===== config.mk =====
export PLATFORM = sky130hd
export DESIGN_NAME = rtimer_top
export DESIGN_NICKNAME = d
export VERILOG_FILES = /design/src/rtl/tmr_pkg.sv /design/src/rtl/tmr_ctrl_regs.sv /design/src/rtl/tmr_count_core.sv /design/src/rtl/tmr_out_stage.sv /design/src/rtl/rtimer_top.sv
export SDC_FILE = /design/constraint.sdc
export NUM_CORES = 1
export LEC_CHECK = 0
export ABC_AREA = 1
export ABC_CLOCK_PERIOD_IN_PS = 1600
export BUFFER_PORTS_ARGS = -buffer_cell sky130_fd_sc_hd__buf_2
export CAP_MARGIN = 20
export CELL_PAD_IN_SITES_DETAIL_PLACEMENT = 0
export CELL_PAD_IN_SITES_GLOBAL_PLACEMENT = 1
export CORE_MARGIN = 10
export CORE_UTILIZATION = 41
export CTS_CLUSTER_DIAMETER = 60
export DETAILED_ROUTE_END_ITERATION = 6
export PLACE_DENSITY = 0.81
export REMOVE_ABC_BUFFERS = 1
export SETUP_SLACK_MARGIN = 0.02
export SLEW_MARGIN = 10
export SYNTH_ARGS = -nofsm -noshare
export SYNTH_HDL_FRONTEND = slang
export SYNTH_SLANG_ARGS = --single-unit

===== constraint.sdc =====
create_clock -name clk -period 1.6 [get_ports clk]
set_input_delay 0.08 -clock clk [delete_from_list [all_inputs] [get_ports clk]]
set_output_delay 0.08 -clock clk [all_outputs]
set_load 0.01 [all_outputs]

===== src/rtl/tmr_pkg.sv =====
package tmr_pkg;

  // control register bit positions (software-visible layout)
  localparam int unsigned B_RUN  = 0;
  localparam int unsigned B_AUTO = 1;
  localparam int unsigned B_LVL  = 2;
  localparam int unsigned B_PSEL = 3;
  localparam int unsigned B_IE   = 4;
  localparam int unsigned B_FLAG = 5;
  localparam int unsigned B_GO   = 6;
  localparam int unsigned CTRL_W = 7;

  localparam int unsigned ADDR_W = 2;
  localparam logic [ADDR_W-1:0] A_CTRL   = 2'd0;
  localparam logic [ADDR_W-1:0] A_RELOAD = 2'd1;
  localparam logic [ADDR_W-1:0] A_COUNT  = 2'd2;

  typedef struct packed {
    logic irq_en;
    logic pin_sel;
    logic lvl;
    logic auto_rl;
    logic run;
  } tmr_cfg_t;

endpackage


===== src/rtl/tmr_ctrl_regs.sv =====
module tmr_ctrl_regs
  import tmr_pkg::*;
#(
  parameter int unsigned CNT_W = 16
) (
  input  logic              clk,
  input  logic              rst_n,
  input  logic              wr_en,
  input  logic [ADDR_W-1:0] addr,
  input  logic [CNT_W-1:0]  wdata,
  input  logic              uf,
  output tmr_cfg_t          cfg_q,
  output tmr_cfg_t          cfg_nx,
  output logic [CNT_W-1:0]  reload_q,
  output logic              flag_q,
  output logic              trig,
  output logic              stop
);

  logic             wctrl;
  logic             wrel;
  logic             flag_nx;
  logic [CNT_W-1:0] reload_nx;

  always_comb begin
    wctrl  = wr_en && (addr == A_CTRL);
    wrel   = wr_en && (addr == A_RELOAD);
    cfg_nx = cfg_q;
    if (wctrl) begin
      cfg_nx.irq_en  = wdata[B_IE];
      cfg_nx.pin_sel = wdata[B_PSEL];
      cfg_nx.lvl     = wdata[B_LVL];
      cfg_nx.auto_rl = wdata[B_AUTO];
      cfg_nx.run     = wdata[B_RUN];
    end
    trig = wctrl && wdata[B_GO] && wdata[B_RUN];
    stop = wctrl && !wdata[B_RUN];
    flag_nx = flag_q;
    if (uf) begin
      flag_nx = 1'b1;
    end else if (wctrl && !wdata[B_FLAG]) begin
      flag_nx = 1'b0;
    end
    reload_nx = wrel ? wdata : reload_q;
  end

  always_ff @(posedge clk or negedge rst_n) begin
    if (!rst_n) begin
      cfg_q    <= '0;
      flag_q   <= 1'b0;
      reload_q <= '0;
    end else begin
      cfg_q    <= cfg_nx;
      flag_q   <= flag_nx;
      reload_q <= reload_nx;
    end
  end

  assert_flag_set_R7: assert property (@(posedge clk) disable iff (!rst_n)
    uf |=> flag_q)
    else $error("underflow did not set flag");

  assert_flag_clear_R7: assert property (@(posedge clk) disable iff (!rst_n)
    (wr_en && addr == A_CTRL && !wdata[B_FLAG] && !uf) |=> !flag_q)
    else $error("flag not cleared by write of 0");

endmodule


===== src/rtl/tmr_count_core.sv =====
module tmr_count_core #(
  parameter int unsigned CNT_W = 16
) (
  input  logic             clk,
  input  logic             rst_n,
  input  logic             trig,
  input  logic             stop,
  input  logic             tick,
  input  logic             auto_rl,
  input  logic [CNT_W-1:0] reload,
  output logic [CNT_W-1:0] cnt_q,
  output logic             active_q,
  output logic             uf
);

  logic [CNT_W-1:0] cnt_nx;
  logic             active_nx;
  logic             at_zero;

  always_comb begin
    at_zero   = (cnt_q == '0);
    uf        = active_q && tick && at_zero && !trig && !stop;
    cnt_nx    = cnt_q;
    active_nx = active_q;
    if (trig) begin
      cnt_nx    = reload;
      active_nx = 1'b1;
    end else if (stop) begin
      active_nx = 1'b0;
    end else if (active_q && tick) begin
      if (at_zero) begin
        if (auto_rl) begin
          cnt_nx = reload;
        end else begin
          active_nx = 1'b0;
        end
      end else begin
        cnt_nx = cnt_q - 1'b1;
      end
    end
  end

  always_ff @(posedge clk or negedge rst_n) begin
    if (!rst_n) begin
      cnt_q    <= '0;
      active_q <= 1'b0;
    end else begin
      cnt_q    <= cnt_nx;
      active_q <= active_nx;
    end
  end

  assert_decrement_R4: assert property (@(posedge clk) disable iff (!rst_n)
    (active_q && tick && cnt_q != '0 && !trig && !stop) |=> (cnt_q == $past(cnt_q) - 1'b1))
    else $error("count did not drop by one");

  assert_oneshot_halt_R5: assert property (@(posedge clk) disable iff (!rst_n)
    (uf && !auto_rl) |=> (!active_q && cnt_q == '0))
    else $error("one-shot kept running");

  assert_reload_R6: assert property (@(posedge clk) disable iff (!rst_n)
    (uf && auto_rl) |=> (active_q && cnt_q == $past(reload)))
    else $error("reload missed");

  assert_stop_hold_R12: assert property (@(posedge clk) disable iff (!rst_n)
    stop |=> (!active_q && cnt_q == $past(cnt_q)))
    else $error("stop did not hold count");

endmodule


===== src/rtl/tmr_out_stage.sv =====
module tmr_out_stage (
  input  logic clk,
  input  logic rst_n,
  input  logic trig,
  input  logic uf,
  input  logic auto_q,
  input  logic lvl_q,
  input  logic auto_nx,
  input  logic lvl_nx,
  input  logic pin_sel,
  input  logic gpio_val,
  output logic pin_out
);

  logic tout_q;
  logic tout_nx;

  always_comb begin
    tout_nx = tout_q;
    if (trig) begin
      tout_nx = auto_nx ? lvl_nx : !lvl_nx;
    end else if (uf) begin
      tout_nx = auto_q ? !tout_q : lvl_q;
    end
    pin_out = pin_sel ? tout_q : gpio_val;
  end

  always_ff @(posedge clk or negedge rst_n) begin
    if (!rst_n) begin
      tout_q <= 1'b0;
    end else begin
      tout_q <= tout_nx;
    end
  end

  assert_toggle_R10: assert property (@(posedge clk) disable iff (!rst_n)
    (uf && auto_q) |=> (tout_q != $past(tout_q)))
    else $error("no toggle at underflow");

  assert_oneshot_idle_R9: assert property (@(posedge clk) disable iff (!rst_n)
    (uf && !auto_q) |=> (tout_q == $past(lvl_q)))
    else $error("one-shot output not back at idle level");

endmodule


===== src/rtl/rtimer_top.sv =====
module rtimer_top
  import tmr_pkg::*;
#(
  parameter int unsigned CNT_W      = 16,
  parameter int unsigned RST_STAGES = 2
) (
  input  logic              clk,
  input  logic              rst_n,
  input  logic              bus_we,
  input  logic [ADDR_W-1:0] bus_addr,
  input  logic [CNT_W-1:0]  bus_wdata,
  output logic [CNT_W-1:0]  bus_rdata,
  input  logic              cnt_tick,
  input  logic              gpio_val,
  output logic              pin_out,
  output logic              irq
);

  logic [RST_STAGES-1:0] rst_pipe;
  logic                  rst_sync_n;

  always_ff @(posedge clk or negedge rst_n) begin
    if (!rst_n) begin
      rst_pipe <= '0;
    end else begin
      rst_pipe <= {rst_pipe[RST_STAGES-2:0], 1'b1};
    end
  end
  assign rst_sync_n = rst_pipe[RST_STAGES-1];

  tmr_cfg_t         cfg_q;
  tmr_cfg_t         cfg_nx;
  logic [CNT_W-1:0] reload_q;
  logic [CNT_W-1:0] cnt_q;
  logic             flag_q;
  logic             trig;
  logic             stop;
  logic             uf;
  logic             active_q;
  logic [CTRL_W-1:0] ctrl_vec;

  tmr_ctrl_regs #(.CNT_W(CNT_W)) u_regs (
    .clk      (clk),
    .rst_n    (rst_sync_n),
    .wr_en    (bus_we),
    .addr     (bus_addr),
    .wdata    (bus_wdata),
    .uf       (uf),
    .cfg_q    (cfg_q),
    .cfg_nx   (cfg_nx),
    .reload_q (reload_q),
    .flag_q   (flag_q),
    .trig     (trig),
    .stop     (stop)
  );

  tmr_count_core #(.CNT_W(CNT_W)) u_core (
    .clk      (clk),
    .rst_n    (rst_sync_n),
    .trig     (trig),
    .stop     (stop),
    .tick     (cnt_tick),
    .auto_rl  (cfg_q.auto_rl),
    .reload   (reload_q),
    .cnt_q    (cnt_q),
    .active_q (active_q),
    .uf       (uf)
  );

  tmr_out_stage u_out (
    .clk      (clk),
    .rst_n    (rst_sync_n),
    .trig     (trig),
    .uf       (uf),
    .auto_q   (cfg_q.auto_rl),
    .lvl_q    (cfg_q.lvl),
    .auto_nx  (cfg_nx.auto_rl),
    .lvl_nx   (cfg_nx.lvl),
    .pin_sel  (cfg_q.pin_sel),
    .gpio_val (gpio_val),
    .pin_out  (pin_out)
  );

  always_comb begin
    ctrl_vec         = '0;
    ctrl_vec[B_RUN]  = cfg_q.run;
    ctrl_vec[B_AUTO] = cfg_q.auto_rl;
    ctrl_vec[B_LVL]  = cfg_q.lvl;
    ctrl_vec[B_PSEL] = cfg_q.pin_sel;
    ctrl_vec[B_IE]   = cfg_q.irq_en;
    ctrl_vec[B_FLAG] = flag_q;
    case (bus_addr)
      A_CTRL:   bus_rdata = CNT_W'(ctrl_vec);
      A_RELOAD: bus_rdata = reload_q;
      A_COUNT:  bus_rdata = cnt_q;
      default:  bus_rdata = '0;
    endcase
    irq = flag_q && cfg_q.irq_en;
  end

  assert_active_needs_run_R12: assert property (@(posedge clk) disable iff (!rst_sync_n)
    active_q |-> cfg_q.run)
    else $error("counter active with run bit clear");

  assert_irq_src_R8: assert property (@(posedge clk) disable iff (!rst_sync_n)
    $rose(irq) |-> (flag_q && cfg_q.irq_en))
    else $error("irq raised without flag and enable");

endmodule


==> metrics, run 1 <==
Critical Path RT=1.80 ns; vias in the first global route=2547; CP Max Fanout=7; async set-or-reset flop fraction in the synthesized netlist=100%; CP startpoint kind=flop; max-slew violation count=0; Sink Count=42; Total GRT Usage=15.5%; FF+latch count, synth=42; Main synth FF type=dfrtp_1; failing checks=negative setup slack; DRC violation count after routing=0; Rows=28; die width=99.1 µm; synth top area cells=dfrtp_1 41%, nand2_1 21%, nand3_1 5.3%; design area=0.00344 mm²; endpoint class of the critical path=flop; Seq/Total Area, Yosys=41.0%; Pre-antenna DRT Iters=4; slew at the pin with the worst max-slew slack=0.543 ns; Syn Std Cell Area=0.00257 mm²; worst skew pair latency=0.31 ns; max cap viols=0; crit path kind=flop to flop; arrival time worst endpoint=1.82 ns; Cells after Synth=352; HPWL after DPL=5300 µm; port bufs=40; Core ar.=0.00599 mm²; relative slew slack=63.8%; Avg Cell Area, Syn=7.29 µm²; fin crit share=102%; placed cell areas=0.00301 mm²; final setup violating endpoints=15; synth unique cells=29; Static Leak=0.00180 µW; Layout Cells excl Fill=506; Routed Wire Length=7510 µm; Syn. warnings=0; P&R area growth vs syn=33.9%; fmax=0.616 GHz; share of cells above drive strength 1=33.4%; largest net degree at the start of global routing=41; Setup TNS=-0.200 ns; Max Root-Sink Buffers=2; Hold WS=0.00420 ns; die footprint=0.00982 mm²; Initial Util=42.8%; Ant. Diodes=0; total I/O pin count=41; via/cell ratio=4.96; most frequent cell after synthesis=nand2_1; initial antenna violation count=0; 1st-iter DRT viols=129; placed cell count=486; final hold viol count=0; average routed wire per standard cell=14.8 µm; Clock Skews=0.00691 ns; Via Count=2509; filler instances=596; clock buffer count from CTS=5; GRT overflow=0; top cell type by total area after synthesis=dfrtp_1; gpl congestion=0.827; RSZ-0062 raised after global routing=true; first-pass GRT wire length=12500 µm; Post-synth EDFFs=0; Die Height=99.1 µm; Nets=455; most instantiated cells after synthesis=143 x nand2_1, 42 x dfrtp_1, 30 x inv_1; Final min period=1.62 ns; Worst VDD drop=0.574 mV; Pwr Density=1530 mW/mm²; clk root buf=clkbuf_8; Yosys top cell area share=41.0%; status=finished, violations left; Min-Delay Path Class=input port to flop; DRT antenna net count=0; htree depth=2; clk slew on worst S/H paths=0.08 ns; CTS tree=built; final setup margin=-0.0242 ns
==> what timing repair did <==
action	4_1_cts	5_1_grt
endpoints found under the setup margin	16	19
setup buffers	7	2
hold endpoints to repair	3	0
gates resized for setup	17	35
hold buffers	2	0
gates cloned	2	0
pin swaps	5	18
==> final timing paths <==
kind / cells past startpoint / slack, ns / start / to
max in group asynchronous: 1 / 0.89 / rst_pipe[1] / u_core.cnt_q[4]
hold / removal: 2 / 0.004 / bus_wdata[7] / u_regs.reload_q[7]
setup reg to reg: 11 / -0.02 / u_core.cnt_q[0] / u_core.cnt_q[13]
hold reg to reg: 1 / 0.32 / rst_pipe[1] / u_core.cnt_q[12]
setup / recovery: 11 / -0.02 / u_core.cnt_q[0] / u_core.cnt_q[13]
min in group asynchronous: 2 / 0.08 / rst_n / rst_pipe[1]
==> power breakdown <==
part	internal, µW	total, µW	switching, µW	leakage [µW]
Clock	436	829	393	0.0000575
Combinational	1210	2810	1600	0.00123
Sequential	1360	1630	265	0.000512
Total	3010	5270	2260	0.00180
==> layer usage <==
metal / track usage (%) / vias to the layer above / routed length (µm)
met5: 0 / - / 0
met4: 5.07 / 0 / 127
met3: 3.39 / 12 / 256
met2: 26.1 / 40 / 3720
met1: 19.1 / 1181 / 3410
li1: - / 1276 / -
==> critical path: stages, from the launching register on <==
cell and delay (ns):
dfrtp_1 0.41, inv_2 0.10, ha_4 0.14, nand3_4 0.06
nor2_4 0.17, buf_6 0.13, nand3_4 0.08, nand2_4 0.09
nand2_8 0.07, buf_8 0.15, nand3_2 0.05, nand2_1 0.05
==> area by class of cell <==
class                      instances  area, µm²  area share (%)
clock buffer                       8        110            3.20
multi-input combinational        266       1470            42.7
tap                               75       93.8            2.73
timing repair buffer              82        583            17.0
inverter                          33        129            3.75
sequential                        42       1050            30.6
==> placed cells by master, fill, tap and decap left out, types with 8 or more instances in the layout <==
cell      Yosys  final
nand2_1     143    132
mux2_2        8      8
buf_4         1     32
buf_2         2     40
o21ai_0      15     15
nor2_1       28     23
nand3_2       0      8
dfrtp_1      42     41
clkbuf_8      0      8
nand3_1      27     18
nand2_2       4     12
inv_1        30     28
==> sequential cells by signal (all words and copies together) (netlist names) <==
signal,count
u_regs.cfg_q,5
u_core.active_q,1
rst_pipe,2
u_regs.flag_q,1
u_regs.reload_q,16
u_core.cnt_q,16
u_out.tout_q,1
==> through the flow <==
step | worst slack (ns) | power, µW | util (%)
3_3_place_gp | -0.00291 | 3930 | 50.3
2_1_floorplan | 0.00422 | 3100 | -
6_report | -0.0242 | 5270 | 57.4
3_5_place_dp | -0.0605 | 3950 | 50.3
4_1_cts | 0.0296 | 5080 | 55.2
5_1_grt | -0.127 | 5710 | 57.4
==> kinds of logic after synthesis <==
| logic type | after synthesis | synth area share [%] |
|---|---|---|
| AOI/OAI and AO/OA | 34 | 7.70 |
| DFF | 42 | 41.0 |
| buffers and inverters | 44 | 8.14 |
| other | 1 | 0.146 |
| muxes | 8 | 3.51 |
| xor gates and xnor gates | 4 | 1.37 |
| and+or+nand+nor | 217 | 37.2 |
| adders and majority gates | 2 | 0.975 |
(Power assumes the default switching activity.)
==> run 2, diff against run 1 <==
- ABC_AREA: 1 -> not set
- CORE_UTILIZATION: 41 -> 43
- PLACE_DENSITY: 0.81 -> 0.79
==> metrics, run 2 <==
status=finished, violations left; failing checks=negative setup slack; worst r2r src=u_core.cnt_q[0]; r2r setup slk=-0.30 ns (-0.28 ns); DRC violation count after routing=0 (unchanged); FF+latch count, synth=42 (unchanged); P&R area growth vs syn=36.2%; Main synth FF type=dfrtp_1; die width=96.1 µm (-3.1%); Yosys top cell area share=42.3% (+1.3 points); total I/O pin count=41 (unchanged); first-pass GRT wire length=11300 µm (-9.9%); worst reg2reg path depth=9 (-2); Sink Count=42 (unchanged); Nets=355 (-22%); synth unique cells=51 (+76%); gpl congestion=0.829 (+0.21%); Seq/Total Area, Yosys=42.3% (+1.3 points); clk slew on worst S/H paths=0.08 ns (about the same); Cells after Synth=242 (-31%); arrival time worst endpoint=2.12 ns (+0.30 ns); design area=0.00339 mm² (-1.4%); Worst VDD drop=0.699 mV (+22%); final setup violating endpoints=19 (+4); placed cell areas=0.00303 mm² (+0.62%); vias in the first global route=2262 (-11%); endpoint class of the critical path=flop; CP startpoint kind=flop; synth top area cells=dfrtp_1 42%, mux2_2 7.7%, mux2i_1 7.2%; HPWL after DPL=4830 µm (-9.0%); clock buffer count from CTS=5 (unchanged); Die Height=96.1 µm (-3.1%); Syn Std Cell Area=0.00249 mm² (-3.1%); Hold WS=0.00913 ns (+0.00493 ns); Place WS=-0.263 ns (-0.203 ns); Syn. warnings=0 (unchanged); average routed wire per standard cell=16.8 µm (+13%); share of cells above drive strength 1=44.7% (+11 points); R2R Path End=u_core.cnt_q[0]; async set-or-reset flop fraction in the synthesized netlist=100% (unchanged); Regs by FF count=u_core.cnt_q x16, u_regs.reload_q x16, u_regs.cfg_q x5; filler instances=489 (-18%); clk root buf=clkbuf_8; Max Root-Sink Buffers=2 (unchanged); htree depth=2 (unchanged); Static Leak=0.00152 µW (-15%); Total GRT Usage=15.4% (-0.062 points); worst skew pair latency=0.29 ns (-0.02 ns); commonest non-fill, non-tap cell in the layout=buf_4; Hold Path Cell Cnt=2 (unchanged); multi-input logic area=0.00139 mm² (-5.3%); most frequent cell after synthesis=dfrtp_1; crit path kind=flop to flop; Rows=27 (-3.6%); max-slew violation count=0 (unchanged); final setup margin=-0.303 ns (-0.278 ns); die footprint=0.00923 mm² (-6.1%); Initial Util=44.6% (+1.8 points); Core ar.=0.00557 mm² (-7.0%); most instantiated cells after synthesis=42 x dfrtp_1, 29 x nand2_1, 18 x mux2i_1; RSZ-0062 raised after global routing=true; FF+latch area=0.00105 mm² (-0.12%); most frequent cells in the layout=47 x buf_4, 42 x dfrtp_1, 40 x buf_2, 28 x nand2_1; port bufs=40 (unchanged); fmax=0.526 GHz (-15%); DRT antenna net count=0 (unchanged); CP Max Fanout=4 (-3); Routed Wire Length=6770 µm (-10%); CTS tree=built; largest net degree at the start of global routing=23 (-44%); placed cell count=384 (-21%); via/cell ratio=5.35 (+7.9%); Via Count=2157 (-14%); Worst Hold Endpoint=u_regs.reload_q[14]; final hold viol count=0 (unchanged); Pre-antenna DRT Iters=4 (unchanged); hold_sp=bus_wdata[14]; Post-synth EDFFs=0 (unchanged); Clock Skews=0.00663 ns (-0.000284 ns); top cell type by total area after synthesis=dfrtp_1; Ant. Diodes=0 (unchanged); GRT overflow=0 (unchanged); fin crit share=119% (+17 points); Critical Path RT=1.82 ns (+0.02 ns); Pwr Density=1370 mW/mm² (-11%); initial antenna violation count=0 (unchanged); Avg Cell Area, Syn=10.3 µm² (+41%); Min-Delay Path Class=input port to flop; 1st-iter DRT viols=137 (+6.2%); Layout Cells excl Fill=403 (-20%); max cap viols=0 (unchanged); Final min period=1.90 ns (+0.278 ns); final core utilization=60.8% (+3.4 points)
-- run 2: area by class of cell --
| cell class | count | share of cell area (%) |
|---|---|---|
| Clock buffer | 8 | 3.25 |
| Inverter | 6 | 0.665 |
| Multi-Input combinational cell | 177 | 41.1 |
| Sequential cell | 42 | 31.0 |
| Tap cell | 72 | 2.66 |
| Timing Repair Buffer | 98 | 21.3 |
-- run 2: where the power goes --
| group | leakage [µW] | switching (µW) | total (µW) | internal [µW] |
|---|---|---|---|---|
| clock | 0.0000575 | 356 | 792 | 436 |
| combinational | 0.000949 | 964 | 2160 | 1200 |
| sequential | 0.000517 | 323 | 1680 | 1360 |
-- run 2: cell families after synthesis --
| kind of cell | share of synthesized area, % |
|---|---|
| buffers and inverters | 5.88 |
| other | 0.151 |
| and+or+nand+nor | 17.9 |
| adders and majority gates | 1.01 |
| DFF | 42.3 |
| AOI/OAI and AO/OA | 17.1 |
| muxes | 15.4 |
| xor gates and xnor gates | 0.352 |
-- run 2: critical path, cell delays in order, from the launching register on --
cell	delay [ns]
dfrtp_1	0.38
inv_2	0.05
buf_6	0.12
ha_4	0.14
nor4b_4	0.12
buf_4	0.14
and4_1	0.20
o21a_2	0.23
or3_4	0.37
o211ai_2	0.08
-- run 2: routing by layer --
metal	global-route usage, %	wire (µm)
met1	19.7	3040
met2	25.8	3310
met4	4.55	91
met3	2.96	319
met5	0	0
-- run 2: stage by stage --
step / TNS [ns] / power, µW
2_1_floorplan: -7.71 / 2580
3_3_place_gp: -3.10 / 3540
3_5_place_dp: -4.03 / 3570
4_1_cts: -3.30 / 4560
5_1_grt: -6.39 / 4930
6_report: -4.21 / 4630
-- run 2: how the worst max path moves through the flow --
stage	slack, ns	cells after the start	to	from
final	-0.30	9	u_core.cnt_q[0]	u_core.cnt_q[0]
after global routing	-0.40	9	u_core.cnt_q[6]	u_core.cnt_q[0]
after CTS	-0.22	9	u_core.cnt_q[2]	u_core.cnt_q[0]
after detailed placement	-0.26	8	u_out.tout_q	u_core.cnt_q[0]
after global placement	-0.20	8	u_out.tout_q	u_core.cnt_q[0]
after floorplan	-0.50	7	u_core.cnt_q[3]	u_core.cnt_q[0]
-- run 2: repair_timing --
action	4_1_cts	5_1_grt
resized for setup	21	5
buffers inserted	3	3
hold endpoints to repair	4	0
hold buffers	3	0
setup endpoints to repair	19	19
pin swaps	21	8
cloned	2	0
==> run 3, diff against run 2 <==
- CORE_MARGIN: 10 -> not set
==> metrics, run 3 (synthesis results as in run 2) <==
power share of the sequential group=35.6% (-0.7 points); clock buffer count from CTS=5 (unchanged); worst r2r src=u_core.cnt_q[0]; Min-Delay Path Class=input port to flop; Pre-antenna DRT Iters=4 (unchanged); die width=78.1 µm (-19%); DRT antenna net count=0 (unchanged); crit path kind=flop to flop; Setup TNS=-1.94 ns (+2.27 ns); average routed wire per standard cell=15.9 µm (-5.1%); Hold WS=-0.00376 ns (-0.0129 ns); initial antenna violation count=0 (unchanged); 1st-iter DRT viols=118 (-14%); Worst VDD drop=0.652 mV (-6.7%); Final min period=1.75 ns (-0.153 ns); Total GRT Usage=23.4% (+7.9 points); max-slew violation count=0 (unchanged); worst skew pair latency=0.30 ns (about the same); DRC violation count after routing=0 (unchanged); max cap viols=0 (unchanged); via/cell ratio=5.41 (+1.1%); status=finished, violations left; Setup crit start=u_core.cnt_q[0]; Clock Skews=0.00961 ns (+0.00298 ns); Gate power share=50.3% (+3.7 points); Pwr Density=1370 mW/mm² (about the same); Core ar.=0.00554 mm² (-0.61%); final hold viol count=1 (+1); final setup violating endpoints=17 (-2); Max Root-Sink Buffers=2 (unchanged); failing checks=negative hold slack, negative setup slack; total I/O pin count=41 (unchanged); CP startpoint kind=flop; Static Leak=0.00154 µW (+0.82%); clk root buf=clkbuf_8; final setup margin=-0.150 ns (+0.153 ns); first-pass GRT wire length=10900 µm (-3.7%); Ant. Diodes=0 (unchanged); Critical Path RT=1.85 ns (+0.03 ns); CTS tree=built; Routed Wire Length=6500 µm (-3.9%); vias in the first global route=2226 (-1.6%); Nets=361 (+1.7%); die footprint=0.00609 mm² (-34%); slowest CP cell=dfrtp_1; P&R area growth vs syn=37.2%; P_sw=1720 µW (+4.7%); GRT overflow=0 (unchanged); Net Sw Frac=36.9% (+1.4 points); clock network fraction of total power=14.0% (-3.1 points); clk slew on worst S/H paths=0.08 ns (about the same); worst-path cell chain=inv_2 -> ha_4 -> nor4b_4 -> nand4_2 -> nand2_4 -> buf_6 -> mux2i_1 -> a22o_1; hold_sp=bus_wdata[4]; largest net degree at the start of global routing=26 (+13%); fmax=0.572 GHz (+8.7%); port bufs=40 (unchanged); most frequent cells in the layout=48 x buf_4, 42 x dfrtp_1, 40 x buf_2, 28 x nand2_1, 18 x mux2i_1; Die Height=78.1 µm (-19%); RSZ-0062 raised after global routing=true; share of cells above drive strength 1=46.1% (+1.4 points); P_int=2940 µW (-1.5%); endpoint class of the critical path=flop; arrival time worst endpoint=2.00 ns (-0.12 ns); CP Max Fanout=7 (+3); Regs by FF count=u_core.cnt_q x16, u_regs.reload_q x16, u_regs.cfg_q x5; final core utilization=61.6% (+0.80 points); Design Power=4660 µW (+0.69%); HPWL after DPL=4670 µm (-3.2%); gpl congestion=0.806 (-2.8%); Rows=27 (unchanged); Worst path max stage delay=0.39 ns (about the same); commonest non-fill, non-tap cell in the layout=buf_4; Initial Util=44.9% (+0.27 points); htree depth=2 (unchanged); fin crit share=109% (-9.6 points); Sink Count=42 (unchanged); Via Count=2208 (+2.4%)
==> run 3: cell types whose count changed in the layout (fill, tap and decap cells not counted), sizes merged <==
| cell | previous run | this run |
|---|---|---|
| buf | 95 | 101 |
| clkbuf | 8 | 7 |
==> run 3: worst paths after layout <==
| kind | slack (ns) | end | depth (start not counted) |
|---|---|---|---|
| hold / removal | -0.004 | u_regs.cfg_q[4] | 3 |
| setup reg to reg | -0.15 | u_core.cnt_q[6] | 8 |
| max in group asynchronous | 1.10 | u_out.tout_q | 1 |
| setup / recovery | -0.15 | u_core.cnt_q[6] | 8 |
| hold reg to reg | 0.21 | u_core.cnt_q[7] | 1 |
| min in group asynchronous | 0.09 | rst_pipe[0] | 2 |
==> run 3: what timing repair did <==
action	4_1_cts	5_1_grt
hold buffers	2	1
resized for setup	31	10
setup endpoints to repair	18	19
hold endpoints to repair	3	1
gates cloned	1	0
buffers inserted	7	2
pin swaps	18	12
==> run 3: power by group through the flow <==
stage               sequential (µW)  clock (µW)  combinational [µW]
floorplan                      1670           0                 907
CTS                            1660         665                2230
global placement               1630           0                1930
finish                         1660         653                2350
detailed placement             1640           0                1950
global route                   1700         721                2550
==> run 3: final cells by class <==
| class | instances | area (µm²) |
|---|---|---|
| Clock buffer | 7 | 76.3 |
| Sequential cell | 42 | 1050 |
| Fill cell | 479 | 2130 |
| Tap cell | 72 | 90.1 |
| Timing Repair Buffer | 104 | 746 |
| Multi-Input combinational cell | 177 | 1430 |
| Inverter | 6 | 22.5 |
==> run 3: layer usage <==
layer  up-vias  global-route usage [%]  wire, µm
met3         8                    4.42       256
met4         0                    6.48        81
li1       1065                       -         -
met5         -                       0         0
met1      1084                    31.6      3020
met2        51                    38.2      3140
==> run 3: per-stage QoR <==
stage          setup WS, ns  cells  area [µm²]
2_1_floorplan        -0.495    225        2360
3_3_place_gp         -0.256    388        3050
3_5_place_dp         -0.264    388        3050
4_1_cts              -0.117    405        3350
5_1_grt              -0.252    408        3410
6_report             -0.150    408        3410
==> run 3: worst max-delay path: cells and delay by family, from the launching register on <==
family | cells | cell delay [ns]
fa+ha+maj | 1 | 0.12
buf+inv | 2 | 0.26
mux | 1 | 0.19
compound gates | 1 | 0.14
flops | 1 | 0.39
simple gates | 3 | 0.60
